### src/rtl/rtc_pkg.sv
package rtc_pkg;

  localparam int NUM_FIELDS = 8;

  localparam logic [3:0] ADDR_CTRL  = 4'd0;
  localparam logic [3:0] ADDR_FIRST = 4'd2;
  localparam logic [3:0] ADDR_LAST  = 4'd9;

  // field index = address - ADDR_FIRST
  typedef enum logic [2:0] {
    F_SEC  = 3'd0,
    F_MIN  = 3'd1,
    F_HOUR = 3'd2,
    F_DAY  = 3'd3,
    F_MON  = 3'd4,
    F_YEAR = 3'd5,
    F_WDAY = 3'd6,
    F_WEEK = 3'd7
  } field_e;

  function automatic logic [7:0] field_lo(input int idx);
    case (idx)
      3, 4, 6: return 8'h01;
      default: return 8'h00;
    endcase
  endfunction

  function automatic logic [7:0] field_hi(input int idx);
    case (idx)
      0, 1:    return 8'h59;
      2:       return 8'h23;
      3:       return 8'h31;
      4:       return 8'h12;
      5:       return 8'h99;
      6:       return 8'h07;
      default: return 8'h53;
    endcase
  endfunction

  // BCD step with wrap; out-of-range inputs fall back to the low bound
  function automatic logic [7:0] bcd_step(input logic [7:0] v,
                                          input logic [7:0] lo,
                                          input logic [7:0] hi);
    if (v >= hi)              return lo;
    else if (v[3:0] >= 4'd9)  return {v[7:4] + 4'd1, 4'd0};
    else                      return {v[7:4], v[3:0] + 4'd1};
  endfunction

endpackage

### src/rtl/rtc_divider.sv
module rtc_divider #(
  parameter int DIV_LOG   = 15,
  parameter int ACCEL_LOG = 5
) (
  input  logic clk,
  input  logic rst_n,
  input  logic clr,
  input  logic accel,
  output logic tick
);
  localparam int FAST_LOG = DIV_LOG - ACCEL_LOG;
  localparam logic [DIV_LOG-1:0] FULL_M1 = '1;
  localparam logic [DIV_LOG-1:0] FAST_M1 = {{ACCEL_LOG{1'b0}}, {FAST_LOG{1'b1}}};

  logic [DIV_LOG-1:0] pre_q;

  always_ff @(posedge clk or negedge rst_n) begin
    if (!rst_n)   pre_q <= '0;
    else if (clr) pre_q <= '0;
    else          pre_q <= pre_q + 1'b1;
  end

  assign tick = accel ? (&pre_q[FAST_LOG-1:0]) : (&pre_q);

  // strobe spacing checker
  logic [DIV_LOG-1:0] gap_q;
  logic               gap_ok_q;
  logic               accel_q;

  always_ff @(posedge clk or negedge rst_n) begin
    if (!rst_n) begin
      gap_q    <= '0;
      gap_ok_q <= 1'b1;
      accel_q  <= 1'b0;
    end else begin
      accel_q <= accel;
      if (clr || tick) gap_q <= '0;
      else             gap_q <= gap_q + 1'b1;
      if (accel != accel_q)  gap_ok_q <= 1'b0;
      else if (clr || tick)  gap_ok_q <= 1'b1;
    end
  end

  // the strobe period follows the selected mode
  a_r3_tick_spacing: assert property (@(posedge clk) disable iff (!rst_n)
    (tick && gap_ok_q && (accel == accel_q)) |->
      (gap_q == (accel ? FAST_M1 : FULL_M1)));

endmodule

### src/rtl/rtc_calendar.sv
module rtc_calendar
  import rtc_pkg::*;
(
  input  logic                       tick,
  input  logic                       no_carry,
  input  logic [NUM_FIELDS-1:0][7:0] cur_i,
  output logic [NUM_FIELDS-1:0][7:0] nxt_o
);
  logic [NUM_FIELDS-1:0][7:0] step;

  for (genvar g = 0; g < NUM_FIELDS; g++) begin : g_step
    assign step[g] = bcd_step(cur_i[g], field_lo(g), field_hi(g));
  end

  logic [6:0] year_bin;
  logic       leap;
  logic [7:0] mlen;

  always_comb begin
    year_bin = 7'(cur_i[F_YEAR][7:4]) * 7'd10 + 7'(cur_i[F_YEAR][3:0]);
    leap     = (year_bin[1:0] == 2'b00);
    case (cur_i[F_MON])
      8'h02:                      mlen = leap ? 8'h29 : 8'h28;
      8'h04, 8'h06, 8'h09, 8'h11: mlen = 8'h30;
      default:                    mlen = 8'h31;
    endcase
  end

  logic sec_wrap, min_wrap, hour_wrap, day_roll;
  assign sec_wrap  = cur_i[F_SEC]  >= 8'h59;
  assign min_wrap  = cur_i[F_MIN]  >= 8'h59;
  assign hour_wrap = cur_i[F_HOUR] >= 8'h23;
  assign day_roll  = sec_wrap && min_wrap && hour_wrap;

  always_comb begin
    nxt_o = cur_i;
    if (tick) begin
      if (no_carry) begin
        nxt_o = step;
      end else begin
        nxt_o[F_SEC] = step[F_SEC];
        if (sec_wrap)             nxt_o[F_MIN]  = step[F_MIN];
        if (sec_wrap && min_wrap) nxt_o[F_HOUR] = step[F_HOUR];
        if (day_roll) begin
          nxt_o[F_WDAY] = step[F_WDAY];
          if (cur_i[F_WDAY] >= 8'h07) nxt_o[F_WEEK] = step[F_WEEK];
          if (cur_i[F_DAY] >= mlen) begin
            nxt_o[F_DAY] = 8'h01;
            nxt_o[F_MON] = step[F_MON];
            if (cur_i[F_MON] >= 8'h12) nxt_o[F_YEAR] = step[F_YEAR];
          end else begin
            nxt_o[F_DAY] = step[F_DAY];
          end
        end
      end
    end
  end

endmodule

### src/rtl/rtc_core.sv
module rtc_core
  import rtc_pkg::*;
#(
  parameter int DIV_LOG   = 15,
  parameter int ACCEL_LOG = 5
) (
  input  logic       clk,
  input  logic       rst_n,
  input  logic       host_we,
  input  logic [3:0] host_addr,
  input  logic [7:0] host_wdata,
  output logic [7:0] host_rdata
);
  logic                       accel_q, nocarry_q;
  logic [NUM_FIELDS-1:0][7:0] tf_q, tf_nxt;
  logic                       tick;
  logic                       addr_field, wr_ctrl, wr_field, wr_sec;
  logic [2:0]                 fidx;

  assign addr_field = (host_addr >= ADDR_FIRST) && (host_addr <= ADDR_LAST);
  assign fidx       = 3'(host_addr - ADDR_FIRST);
  assign wr_ctrl    = host_we && (host_addr == ADDR_CTRL);
  assign wr_field   = host_we && addr_field;
  assign wr_sec     = host_we && (host_addr == ADDR_FIRST);

  rtc_divider #(.DIV_LOG(DIV_LOG), .ACCEL_LOG(ACCEL_LOG)) u_div (
    .clk   (clk),
    .rst_n (rst_n),
    .clr   (wr_sec),
    .accel (accel_q),
    .tick  (tick)
  );

  rtc_calendar u_cal (
    .tick     (tick),
    .no_carry (nocarry_q),
    .cur_i    (tf_q),
    .nxt_o    (tf_nxt)
  );

  always_ff @(posedge clk or negedge rst_n) begin
    if (!rst_n) begin
      accel_q   <= 1'b0;
      nocarry_q <= 1'b0;
      for (int i = 0; i < NUM_FIELDS; i++) tf_q[i] <= field_lo(i);
    end else begin
      if (wr_ctrl) begin
        accel_q   <= host_wdata[2];
        nocarry_q <= host_wdata[3];
      end
      tf_q <= tf_nxt;
      if (wr_field) tf_q[fidx] <= host_wdata;
    end
  end

  always_comb begin
    host_rdata = 8'h00;
    if (host_addr == ADDR_CTRL) host_rdata = {4'b0, nocarry_q, accel_q, 2'b00};
    else if (addr_field)        host_rdata = tf_q[fidx];
  end

  // test bits move only on a control write
  a_r11_ctrl_hold: assert property (@(posedge clk) disable iff (!rst_n)
    !wr_ctrl |=> $stable({accel_q, nocarry_q}));

  // an idle port and no strobe keep the time
  a_r12_idle_hold: assert property (@(posedge clk) disable iff (!rst_n)
    (!tick && !host_we) |=> $stable(tf_q));

  // in no-carry mode minutes step on every strobe
  a_r9_no_carry_step: assert property (@(posedge clk) disable iff (!rst_n)
    (tick && nocarry_q && !host_we) |=> (tf_q[F_MIN] != $past(tf_q[F_MIN])));

  // minutes hold unless seconds wrap
  a_r5_min_gated: assert property (@(posedge clk) disable iff (!rst_n)
    (tick && !nocarry_q && !host_we && (tf_q[F_SEC] < 8'h59)) |=> $stable(tf_q[F_MIN]));

  // a seconds write lands on the next edge
  a_r2_write_lands: assert property (@(posedge clk) disable iff (!rst_n)
    wr_sec |=> (tf_q[F_SEC] == $past(host_wdata)));

endmodule

### config.mk
export PLATFORM = sky130hd
export DESIGN_NAME = rtc_core
export DESIGN_NICKNAME = d
export VERILOG_FILES = /design/src/rtl/rtc_pkg.sv /design/src/rtl/rtc_divider.sv /design/src/rtl/rtc_calendar.sv /design/src/rtl/rtc_core.sv
export SDC_FILE = /design/constraint.sdc
export NUM_CORES = 1
export LEC_CHECK = 0
export ABC_AREA = 1
export BUFFER_PORTS_ARGS = -buffer_cell sky130_fd_sc_hd__buf_2
export CAP_MARGIN = 20
export CORE_UTILIZATION = 35
export CTS_CLUSTER_SIZE = 25
export DETAILED_ROUTE_END_ITERATION = 16
export PLACE_DENSITY = 0.51
export SETUP_SLACK_MARGIN = 0.3
export SLEW_MARGIN = 25
export SYNTH_ARGS = -nofsm -noshare
export SYNTH_HDL_FRONTEND = slang
export SYNTH_SLANG_ARGS = --single-unit
### constraint.sdc
create_clock -name clk -period 2.3 [get_ports clk]
set_input_delay 0.345 -clock clk [delete_from_list [all_inputs] [get_ports clk]]
set_output_delay 0.345 -clock clk [all_outputs]
set_load 0.01 [all_outputs]
# --- Word-level counts from Yosys, hierarchy flattened ---
# Index checks and enable logic that the tools add are counted.
word_totals:
  register_bits: 81
  latchBits: 0
  ram_bits: 0
  mem_bits_ro: 0
  in_bits: 15
  output_inout_bits: 8
  wordCells: 107
  mem_count: 0
op_classes:
  addsub: 19
  multipliers: 1
  div: 0
  magnitude_cmp: 21
  n_eq_ne: 6
  shift: 0
  muxes: 37
  bitwise_logic: 0
  n_reduce_logical: 12
op_table:
  columns: ["op", "n"]
  rows:
  - ["$mux 8", 25]
  - ["$mux 64", 3]
  - ["$add 4x1->4 const B", 16]
  - ["$bwmux 64", 1]
  - ["$mux 40", 1]
  - ["$ge 4x4->1 const B", 8]
  - ["$bmux 8 s3", 1]
  - ["$demux 8 s3", 1]
  - ["$ge 8x7->1 const B", 3]
  - ["$eq 8x3->1 const B", 2]
  - ["$ge 8x6->1 const B", 2]
  - ["$mux 16", 1]
  - ["$pmux 8 s2", 1]
  - ["$add 15x1->15 const B", 1]
  - ["$mux 15", 1]
  - ["$reduce_and 15->1", 1]
  - ["$reduce_and 10->1", 1]
  - ["$eq 8x2->1 const B", 1]
  - ["$eq 8x4->1 const B", 1]
  - ["$eq 8x5->1 const B", 1]
  - ["$ge 8x3->1 const B", 1]
  - ["$ge 8x5->1 const B", 1]
  - ["$ge 8x8->1", 1]
  - ["$ge 8x8->1 const B", 1]
  - ["other kinds (13)", 20]

# --- Longest topological paths before layout ---
# Gate-level depths: netlist of the first run.
depth:
  depth_word: 12
  depth_mapped: 19
  mapped_depth_nobuf: 19

# --- Hierarchy ---
# Synthesis of the first run repeated with hierarchy kept, for this count alone.
unflattened:
  hier_cells: 1162
  area_unflattened_um2: 7249.5
by_module_without_submodules:
  columns: ["module", "n_inst", "cells_each", "area_per_inst_um2", "seq_area_each_um2"]
  rows:
  - ["rtc_core", 1, 568, 3797.4, 1655.3]
  - ["rtc_calendar", 1, 487, 2630.0, 0.0]
  - ["rtc_divider", 1, 107, 822.0, 375.4]

# --- Least setup slack after synthesis of the first run ---
# Ideal clock, no wire load.
synth_timing:
  path_kind: "register to register"
  start: "reg tf_q[32] (netlist bit)"
  end: "reg tf_q[34] (netlist bit)"
  setup_ns: 0.117
  t_arrival_ns: 2.397
  slack_ns: -0.214
  stages_incl_launch_ff: 20
  path_buffers: 0
  synth_period_minus_slack_ns: 2.514
  path_cell_list: "dfstp_2 > inv_1 > ha_1 > o21ai_0 > o21ai_0 > a32oi_1 > nand2_1 > o21ai_0 > ha_1 > nand2_1 > nor2_1 > nand2_1 > nand2_1 > nor2_1 > o21bai_2 > nand2_2 > nand2_1 > nand2_1 > nor2_1 > nor2_1"
synth_via:
  elab_chain_len: 10
  word_cells_on_any_way: 19
  cone_classes: "add/sub: 1; order compare: 3; eq/ne: 5; mux: 9; reduce/logical: 1"
synth_rtl:
  columns: ["item", "line_no", "text"]
  rows:
  - ["from (decl)", "rtc_core.sv:15", "logic [NUM_FIELDS-1:0][7:0] tf_q, tf_nxt;"]
  - ["from (signal assigned)", "rtc_core.sv:51", "tf_q <= tf_nxt;"]
  - ["from (signal, indexed assignment)", "rtc_core.sv:52", "if (wr_field) tf_q[fidx] <= host_wdata;"]
  - ["$eq 8x3->1 (tied with other cells)", "rtc_calendar.sv:22", "case (cur_i[F_MON])"]
  - ["$reduce_or 4->1", "rtc_calendar.sv:22", null]
  - ["$pmux 8 s2", "rtc_calendar.sv:22", null]
  - ["$ge 8x8->1", "rtc_calendar.sv:47", "if (cur_i[F_DAY] >= mlen) begin"]
  - ["$mux 16", "rtc_calendar.sv:47", null]
  - ["$mux 40", "rtc_calendar.sv:44", "if (day_roll) begin"]
  - ["$mux 64 *", "rtc_calendar.sv:38", "if (no_carry) begin"]
  - ["$mux 64 *", "rtc_calendar.sv:37", "if (tick) begin"]
  - ["$bwmux 64", "rtc_core.sv:52", null]
  - ["$mux 64 *", "rtc_core.sv:52", null]
# Every way passes the cells marked *; elsewhere a longest branch is shown, timed or not.
# A chain may end at the register's enable or synchronous reset.

# --- Worst setup path after layout of the first run ---
# Same ends and word-level chain as after synthesis.

==> results.tsv, run 1 <==
stage	metric	value	unit
layout	final.fill_count	1748	
clock_tree	cts_made_buffers	9	
layout	layoutNonFillerInstCount	1258	
synthesis	synth_top_cells_by_area	sky130_fd_sc_hd__dfrtp_1 31%, sky130_fd_sc_hd__nand2_1 14%, sky130_fd_sc_hd__ha_1 9.9%, sky130_fd_sc_hd__inv_1 8.4%, sky130_fd_sc_hd__o21ai_0 6.8%	
worst_setup_path	worst_r2r_path_depth	19	
synthesis	yosysWarningCount	0	
layout	growth_of_design_area_from_synthesis_to_finish	34.08	%
clock_tree	holdBufCountCts	0	
synthesis	ys_top_cells_by_count	243 x sky130_fd_sc_hd__nand2_1, 142 x sky130_fd_sc_hd__inv_1, 86 x sky130_fd_sc_hd__o21ai_0, 78 x sky130_fd_sc_hd__dfrtp_1, 67 x sky130_fd_sc_hd__nand3_1	
timing	relSlewSlack	49.20	%
worst_setup_path	slowest_stage	sky130_fd_sc_hd__dfstp_2	
clock_tree	worst_skew_pair.late_latency	360	ps
placement	gp_congestion	0.8745	
worst_setup_path	timing.critical_path.fanout_max	4	
timing	maxClockFrequency	383.6	MHz
pwr	irDropWorstVdd	0.0004112	V
worst_setup_path	critical_path.endpoint_type	register	
synthesis	number_of_flops_mapped_to_enable_cells_by_yosys	0	
hold_path	hp-class	in2async	
floorplanning	floorplan.die.width	136.5	um
timing	rsz0062_at_grt	true	
clock_tree	cts.root.buffer_cell	sky130_fd_sc_hd__clkbuf_16	
layout	drive_gt1_share	28.56	%
worst_setup_path	reg2reg_capture_point	tf_q[34]$_DFF_PN0_	
synthesis	netlist_area	6332	um2
synthesis	mappedNetlistNets	987	
worst_setup_path	timing.setup.critical_path_class	reg2reg	
synthesis	postSynth.asyncResetShare	100.0	%
worst_setup_path	rr_startpoint	tf_q[32]$_DFF_PN1_	
floorplanning	die_height	136.5	um
synthesis	synth_top_area_cell	sky130_fd_sc_hd__dfrtp_1	
synthesis	netlist-cell-type-count	47	
placement	io_buffer_count	22	
drt	drt_wl_total	21270	um
drt	drt-initial-drc-count	484	
worst_setup_path	critPathRequiredTime	2540	ps
global_routing	global_route_wire_length_before_repair	31990	um
drt	drt_pass1_iterations	5	
synthesis	postSynthRegisterBits	81	
timing	setup_violations	22	
global_routing	globalRoute.totalOverflow	0	
timing	finalSetupTns	-5599	ps
synthesis	synth_top_cell_area_share	30.82	%
timing	timing.clock.skew	10.97	ps
global_routing	grt_pass1_vias	5745	
worst_setup_path	reg2reg_setup_slack	-310	ps
drt	drt-wirelength-per-cell	16.91	um
global_routing	antenna_violations_before_repair	0	
drt	route.antenna.remaining_nets	0	
clock_tree	tritoncts	yes	
floorplanning	pin_count	23	
run_status	violations	setup timing	
drt	post_drt_via_cell_ratio	5.185	
run_status	run_status	complete, but fails checks	
clock_tree	cts.sink_count	81	
layout	numnets_final	1093	
floorplanning	core_region_area	17480	um2
pwr	leakage	4.167	nW
synthesis	netlist_instances	922	
placement	placedInstanceArea	7052	um2
synthesis	synthesis.area_per_instance	6.868	um2
timing	timing_worst_slew_pin_value	762.0	ps
worst_setup_path	cp_cell_sequence	inv_4, ha_4, o21ai_1, o21ai_1, a32oi_2, nand2_1, o21ai_1, ha_1, nand2_1, nor2_2, nand2_1, nand2_2, nor2_4, o21bai_4, buf_6, nand3_2, nor2_2, nor2_1, nor2_1	
synthesis	ys_dominant_reg_cell	sky130_fd_sc_hd__dfrtp_1	
placement	hpwl	14780	um
timing	min_period	2607	ps
worst_setup_path	start_kind	register	
timing	timing.final.ws_setup	-307.1	ps
clock_tree	h-tree-depth	3	
pwr	post-layout-total-power	0.006427	W
placement	placedCellCount	1199	
clock_tree	clkSlewWorstSetupHoldPaths	70	ps
clock_tree	clock_path_buffers	2	
floorplanning	row_count	48	
timing	min_period_over_period	113.4	%
timing	drv_slew	0	
drt	remaining_drc_errors	0	
layout	insertedDiodeCount	0	
job	drv.max_cap_violation_count	0	
worst_setup_path	slowest_delay	560	ps
floorplanning	initial_utilization	36.23	%
layout	final_area	8491	um2
synthesis	yosysSeqAreaShare	32.07	%
global_routing	grtUsageTotal	23.07	%
drt	detailroute.via_count	6523	
pwr	power_density	757.0	nW/um2
floorplanning	total_die_area	18630	um2
global_routing	grt_max_degree	53	
layout	layout.core_utilization	48.58	%
synthesis	synth.most_common_cell	sky130_fd_sc_hd__nand2_1	
timing	finalHoldViolCount	0	
worst_setup_path	worst-endpoint-arrival	2850	ps
-- kinds of logic after synthesis --
| family | synth area share (%) |
|---|---|
| fa+ha+maj | 9.879 |
| buf+inv | 10.77 |
| compound gates | 15.79 |
| xor+xnor | 1.106 |
| flops | 32.07 |
| simple gates | 30.39 |
-- cell type report --
cell class                 count  area (um2)  share of cell area, %
sequential                    81        2033                  23.95
clock inverter                 5       62.56                 0.7368
multi-input combinational    679        4337                  51.08
tap                          225       281.5                  3.316
timing repair buffer         112       974.7                  11.48
clock buffer                  11       242.7                  2.859
inverter                     145       559.3                  6.587
-- registers in the layout, summed over array words and instances (netlist names) --
signal       cells
accel_q          1
nocarry_q        1
tf_q            64
u_div.pre_q     15
-- report_power, final --
part,switching (W),leakage (nW),internal (W)
registers,0.000376,0.982,0.00177
clock network,0.000651,0.142,0.000878
logic,0.00163,3.04,0.00112
total,0.00266,4.17,0.00377
-- critical path: cells and delay by family, from the launching register on --
family / cells / cell delay, ps
AO/OA/AOI/OAI: 5 / 640
adder cells (fa/ha/maj): 2 / 400
buffers and inverters: 2 / 190
flip-flops: 1 / 560
AND/OR/NAND/NOR: 10 / 690
-- metrics by stage --
stage	hold slack, ps	worst slack, ps
after global routing	123.5	-451.4
after floorplan	49.41	-55.53
after global placement	472.9	-265.6
after CTS	86.67	-250.3
after detailed placement	471.3	-313.1
final	58.14	-307.1
-- timing repair --
| item | 4_1_cts | 5_1_grt |
|---|---|---|
| buffers inserted | 8 | 30 |
| cloned | 2 | 3 |
| endpoints found under the setup margin | 62 | 70 |
| pin swaps | 13 | 49 |
| resized for setup | 66 | 153 |
-- cell usage in the layout, fill, tap and decap left out, types with 27 or more instances in the layout --
master / netlist / routed
sky130_fd_sc_hd__a21oi_1: 50 / 41
sky130_fd_sc_hd__buf_4: 0 / 65
sky130_fd_sc_hd__dfrtp_1: 78 / 76
sky130_fd_sc_hd__ha_1: 50 / 44
sky130_fd_sc_hd__inv_1: 142 / 124
sky130_fd_sc_hd__nand2_1: 243 / 213
sky130_fd_sc_hd__nand2_2: 6 / 27
sky130_fd_sc_hd__nand3_1: 67 / 48
sky130_fd_sc_hd__nor2_1: 66 / 55
sky130_fd_sc_hd__o21ai_0: 86 / 40
sky130_fd_sc_hd__o21ai_1: 3 / 30
-- worst max path at each step --
stage / cells after the start / start / endpoint
detailed placement: 18 / tf_q[32]$_DFF_PN1_ / tf_q[47]$_DFF_PN0_
global route: 19 / tf_q[32]$_DFF_PN1_ / tf_q[34]$_DFF_PN0_
global placement: 18 / tf_q[32]$_DFF_PN1_ / tf_q[44]$_DFF_PN0_
CTS: 19 / tf_q[32]$_DFF_PN1_ / tf_q[33]$_DFF_PN0_
finish: 19 / tf_q[32]$_DFF_PN1_ / tf_q[34]$_DFF_PN0_
floorplan: 19 / tf_q[32]$_DFF_PN1_ / tf_q[35]$_DFF_PN0_
-- metal layers --
layer / vias to the layer above / track usage (%) / wire length, um / part of all wire (%)
li1: 3238 / - / - / -
met1: 3087 / 31.77 / 9841 / 46
met2: 158 / 36.35 / 9948 / 47
met3: 40 / 3.630 / 912 / 4.3
met4: 0 / 8.333 / 569 / 2.7
met5: - / 0 / 0 / 0
(Power assumes the default switching activity.)
==> run 2: changes to the inputs <==
--- a/config.mk
+++ b/config.mk
@@ -13,7 +13,7 @@
 export DETAILED_ROUTE_END_ITERATION = 16
 export PLACE_DENSITY = 0.51
 export SETUP_SLACK_MARGIN = 0.3
-export SLEW_MARGIN = 25
 export SYNTH_ARGS = -nofsm -noshare
 export SYNTH_HDL_FRONTEND = slang
+export SYNTH_HIERARCHICAL = 1
 export SYNTH_SLANG_ARGS = --single-unit
==> results.tsv, run 2 <==
stage	metric	value	unit	change
run_status	run_status	complete, but fails checks		unchanged
run_status	violations	setup timing		unchanged
global_routing	globalRoute.totalOverflow	0		unchanged
floorplanning	pin_count	23		unchanged
timing	drv_slew	0		unchanged
pwr	pwr-share-seq	29.6	%	was 33.4%
timing	relSlewSlack	49.62	%	was 49.20%
floorplanning	initial_utilization	35.71	%	was 36.23%
synthesis	synth_top_area_cell	sky130_fd_sc_hd__dfrtp_1		unchanged
worst_setup_path	worst_r2r_path_depth	22		was 19
layout	largest_register_ffs	64		unchanged
worst_setup_path	critPathRequiredTime	2590	ps	was 2540 ps
synthesis	postSynthRegisterBits	81		unchanged
synthesis	synth_top_cell_area_share	26.92	%	was 30.82%
pwr	irDropWorstVdd	0.0004115	V	was 0.0004112 V
drt	drt_pass1_iterations	5		unchanged
layout	largest_registers	tf_q (64), u_div/pre_q (15)		was tf_q (64), u_div.pre_q (15)
synthesis	post_synthesis_adder_cell_area_fraction	8.630	%	was 9.879%
layout	numnets_final	1382		was 1,093
synthesis	synth_top_family_by_area	simple AND/OR/NAND/NOR gates		unchanged
layout	top_register	tf_q		unchanged
synthesis	synth_top_cells_by_area	sky130_fd_sc_hd__dfrtp_1 27%, sky130_fd_sc_hd__nand2_1 22%, sky130_fd_sc_hd__ha_1 8.6%, sky130_fd_sc_hd__o21ai_0 8.4%, sky130_fd_sc_hd__inv_1 8.4%		was sky130_fd_sc_hd__dfrtp_1 31%, sky130_fd_sc_hd__nand2_1 14%, sky130_fd_sc_hd__ha_1 9.9%, sky130_fd_sc_hd__inv_1 8.4%, sky130_fd_sc_hd__o21ai_0 6.8%
synthesis	yosysWarningCount	6		was 0
clock_tree	clkSlewWorstSetupHoldPaths	70	ps	about the same
synthesis	synth_compound_area_share	14.38	%	was 15.79%
synthesis	mappedNetlistNets	1227		was 987
pwr	power_density	729.4	nW/um2	was 757.0 nW/um2
floorplanning	total_die_area	21290	um2	was 18,630 um2
placement	hpwl	17060	um	was 14,780 um
drt	drt-initial-drc-count	462		was 484
timing	min_period	2866	ps	was 2607 ps
layout	most-common-layout-cells	388 x sky130_fd_sc_hd__nand2_1, 144 x sky130_fd_sc_hd__inv_1, 112 x sky130_fd_sc_hd__buf_4		was 213 x sky130_fd_sc_hd__nand2_1, 124 x sky130_fd_sc_hd__inv_1, 76 x sky130_fd_sc_hd__dfrtp_1
timing	setup_violations	22		unchanged
timing	timing.final.ws_setup	-566.0	ps	was -307.1 ps
layout	layout.core_utilization	49.32	%	was 48.58%
layout	growth_of_design_area_from_synthesis_to_finish	38.11	%	was 34.08%
placement	gp_congestion	0.8635		was 0.8745
global_routing	grtUsageTotal	24.38	%	was 23.07%
floorplanning	core_region_area	20300	um2	was 17,480 um2
clock_tree	worst_skew_pair.late_latency	360	ps	about the same
worst_setup_path	critical_path.endpoint_type	register		unchanged
layout	insertedDiodeCount	0		unchanged
clock_tree	cts_made_buffers	9		unchanged
worst_setup_path	worst_setup_path_startpoint	tf_q[32]$_DFF_PN1_		unchanged
drt	drt-wirelength-per-cell	16.12	um	was 16.91 um
drt	remaining_drc_errors	0		unchanged
placement	io_buffer_count	22		unchanged
pwr	clock_power_share	19.5	%	was 23.8%
layout	drive_gt1_share	28.29	%	was 28.56%
layout	final_common_cell	sky130_fd_sc_hd__nand2_1		unchanged
floorplanning	row_count	52		was 48
synthesis	synth-xor-area-share	1.087	%	was 1.107%
worst_setup_path	timing.critical_path.fanout_max	4		unchanged
clock_tree	h-tree-depth	3		unchanged
synthesis	ys_top_cells_by_count	422 x sky130_fd_sc_hd__nand2_1, 162 x sky130_fd_sc_hd__inv_1, 122 x sky130_fd_sc_hd__o21ai_0, 100 x sky130_fd_sc_hd__nor2_1, 78 x sky130_fd_sc_hd__dfrtp_1		was 243 x sky130_fd_sc_hd__nand2_1, 142 x sky130_fd_sc_hd__inv_1, 86 x sky130_fd_sc_hd__o21ai_0, 78 x sky130_fd_sc_hd__dfrtp_1, 67 x sky130_fd_sc_hd__nand3_1
synthesis	yosysSeqAreaShare	28.01	%	was 32.07%
pwr	switching_power_share_of_the_total	44.52	%	was 41.34%
hold_path	hp-class	in2reg		was in2async
worst_setup_path	worstSetupEndpoint	tf_q[26]$_DFF_PN0_		was tf_q[34]$_DFF_PN0_
synthesis	synthesis.area_per_instance	6.239	um2	was 6.868 um2
worst_setup_path	timing.setup.critical_path_class	reg2reg		unchanged
drt	route.antenna.remaining_nets	0		unchanged
timing	timing_worst_slew_pin_value	754.8	ps	was 762.0 ps
global_routing	global_route_wire_length_before_repair	40320	um	was 31,990 um
pwr	power.combinational.fraction	50.9	%	was 42.8%
worst_setup_path	reg2reg_capture_point	tf_q[26]$_DFF_PN0_		was tf_q[34]$_DFF_PN0_
worst_setup_path	reg2reg_setup_slack	-570	ps	was -310 ps
timing	rsz0062_at_grt	true		unchanged
floorplanning	floorplan.die.width	145.9	um	was 136.5 um
drt	detailroute.via_count	7942		was 6,523
global_routing	antenna_violations_before_repair	0		unchanged
timing	min_period_over_period	124.6	%	was 113.4%
drt	post_drt_via_cell_ratio	4.989		was 5.185
clock_tree	cts.root.buffer_cell	sky130_fd_sc_hd__clkbuf_16		unchanged
synthesis	ys_dominant_reg_cell	sky130_fd_sc_hd__dfrtp_1		unchanged
job	drv.max_cap_violation_count	0		unchanged
global_routing	grt_max_degree	40		was 53
timing	finalHoldViolCount	0		unchanged
pwr	internal_power	0.004051	W	was 0.003770 W
synthesis	netlist_area	7249	um2	was 6332 um2
pwr	leakage	5.026	nW	was 4.167 nW
drt	drt_wl_total	25660	um	was 21,270 um
synthesis	synth.most_common_cell	sky130_fd_sc_hd__nand2_1		unchanged
worst_setup_path	worst-endpoint-arrival	3160	ps	was 2850 ps
clock_tree	clock_path_buffers	2		unchanged
timing	timing.clock.skew	9.397	ps	was 10.97 ps
synthesis	postSynth.asyncResetShare	100.0	%	unchanged
clock_tree	tritoncts	yes		unchanged
placement	dp_slack	-554.1	ps	was -313.1 ps
synthesis	synth-simple-area-share	36.35	%	was 30.39%
floorplanning	die_height	145.9	um	was 136.5 um
synthesis	netlist-cell-type-count	45		was 47
synthesis	number_of_flops_mapped_to_enable_cells_by_yosys	0		unchanged
clock_tree	cts.sink_count	81		unchanged
worst_setup_path	start_kind	register		unchanged
global_routing	grt_pass1_vias	7396		was 5,745
synthesis	post_synth_mux_area_share	0	%	unchanged
pwr	switch_pwr	0.003251	W	was 0.002657 W
synthesis	netlist_instances	1162		was 922
timing	maxClockFrequency	348.9	MHz	was 383.6 MHz
worst_setup_path	rr_startpoint	tf_q[32]$_DFF_PN1_		unchanged
==> run 2: worst min-delay path by stage <==
| stage | from | to | cells after the start | slack [ps] |
|---|---|---|---|---|
| after floorplan | rst_n | accel_q$_DFFE_PN0P_ | 0 | 50 |
| after global placement | rst_n | tf_q[33]$_DFF_PN0_ | 1 | 320 |
| after detailed placement | rst_n | tf_q[33]$_DFF_PN0_ | 1 | 320 |
| after CTS | host_we | accel_q$_DFFE_PN0P_ | 3 | 340 |
| after global routing | host_we | nocarry_q$_DFFE_PN0P_ | 3 | 390 |
| final | host_we | accel_q$_DFFE_PN0P_ | 3 | 340 |
==> run 2: cell families (layout without fill, tap and decap cells) <==
family                     count (synthesis)  count (layout)
adders and majority gates                 50              50
xor gates and xnor gates                   9               9
and+or+nand+nor                          633             636
buffers and inverters                    200             357
DFF                                       81              81
AOI/OAI and AO/OA                        189             189
==> run 2: power by group through the flow <==
stage	Clock (W)	Combinational [W]	Sequential, W
2_1_floorplan	0	0.00197	0.00209
3_3_place_gp	0	0.00298	0.00215
3_5_place_dp	0	0.00299	0.00215
4_1_cts	0.00147	0.00340	0.00213
5_1_grt	0.00152	0.00415	0.00221
6_report	0.00143	0.00372	0.00216
==> run 2: what timing repair did <==
| item | in CTS | in global routing |
|---|---|---|
| resized for setup | 179 | 119 |
| endpoints found under the setup margin | 71 | 71 |
| hold buffers | 1 | 0 |
| setup buffers | 48 | 23 |
| pin swaps | 79 | 68 |
| hold endpoints to repair | 26 | 0 |
| gates cloned | 5 | 0 |
==> run 2: cell type report <==
type	count	area (um2)
fill	2050	10290
sequential	81	2034
timing repair buffer	176	1579
tap	270	337.8
inverter	165	651.9
clock buffer	9	225.2
clock inverter	7	52.55
multi-input combinational	884	5131
==> run 2: critical path, stage by stage, from the launching register on <==
cell                      delay (ps)
sky130_fd_sc_hd__dfstp_2         570
sky130_fd_sc_hd__inv_4            60
sky130_fd_sc_hd__ha_4            150
sky130_fd_sc_hd__o21ai_1         120
sky130_fd_sc_hd__o21ai_1          80
sky130_fd_sc_hd__a32oi_1         220
sky130_fd_sc_hd__nand2_1         100
sky130_fd_sc_hd__o41ai_2          60
sky130_fd_sc_hd__ha_1            280
sky130_fd_sc_hd__nand2_1          60
sky130_fd_sc_hd__inv_1            40
sky130_fd_sc_hd__nand2_1          40
sky130_fd_sc_hd__nor2_1           30
sky130_fd_sc_hd__nor2_1           70
sky130_fd_sc_hd__nand2_1         100
sky130_fd_sc_hd__buf_4           160
sky130_fd_sc_hd__nand4_1         140
sky130_fd_sc_hd__o21ai_1          90
sky130_fd_sc_hd__nor2_1          130
sky130_fd_sc_hd__nand2_1          70
sky130_fd_sc_hd__o21ai_1         110
sky130_fd_sc_hd__nand2_1          70
sky130_fd_sc_hd__nand2_1          60
==> run 2: layer usage <==
layer	vias up	part of all wire [%]	GRT usage (%)
met5	-	0	0
met4	0	1.9	7.632
met3	33	3.3	2.915
met2	150	47	38.71
met1	3763	48	34.39
li1	3996	-	-
==> run 2: stage by stage <==
step | TNS [ps] | cell area (um2) | instances | total power [W] | hold slack (ps)
after floorplan | -4810 | 7318 | 1162 | 0.004057 | 49.41
after global placement | -9322 | 8213 | 1499 | 0.005128 | 320.1
after detailed placement | -10420 | 8213 | 1499 | 0.005141 | 317.1
after CTS | -10200 | 9458 | 1569 | 0.006997 | 335.1
after global routing | -16850 | 10010 | 1592 | 0.007877 | 394.2
final | -10650 | 10010 | 1592 | 0.007302 | 342.3
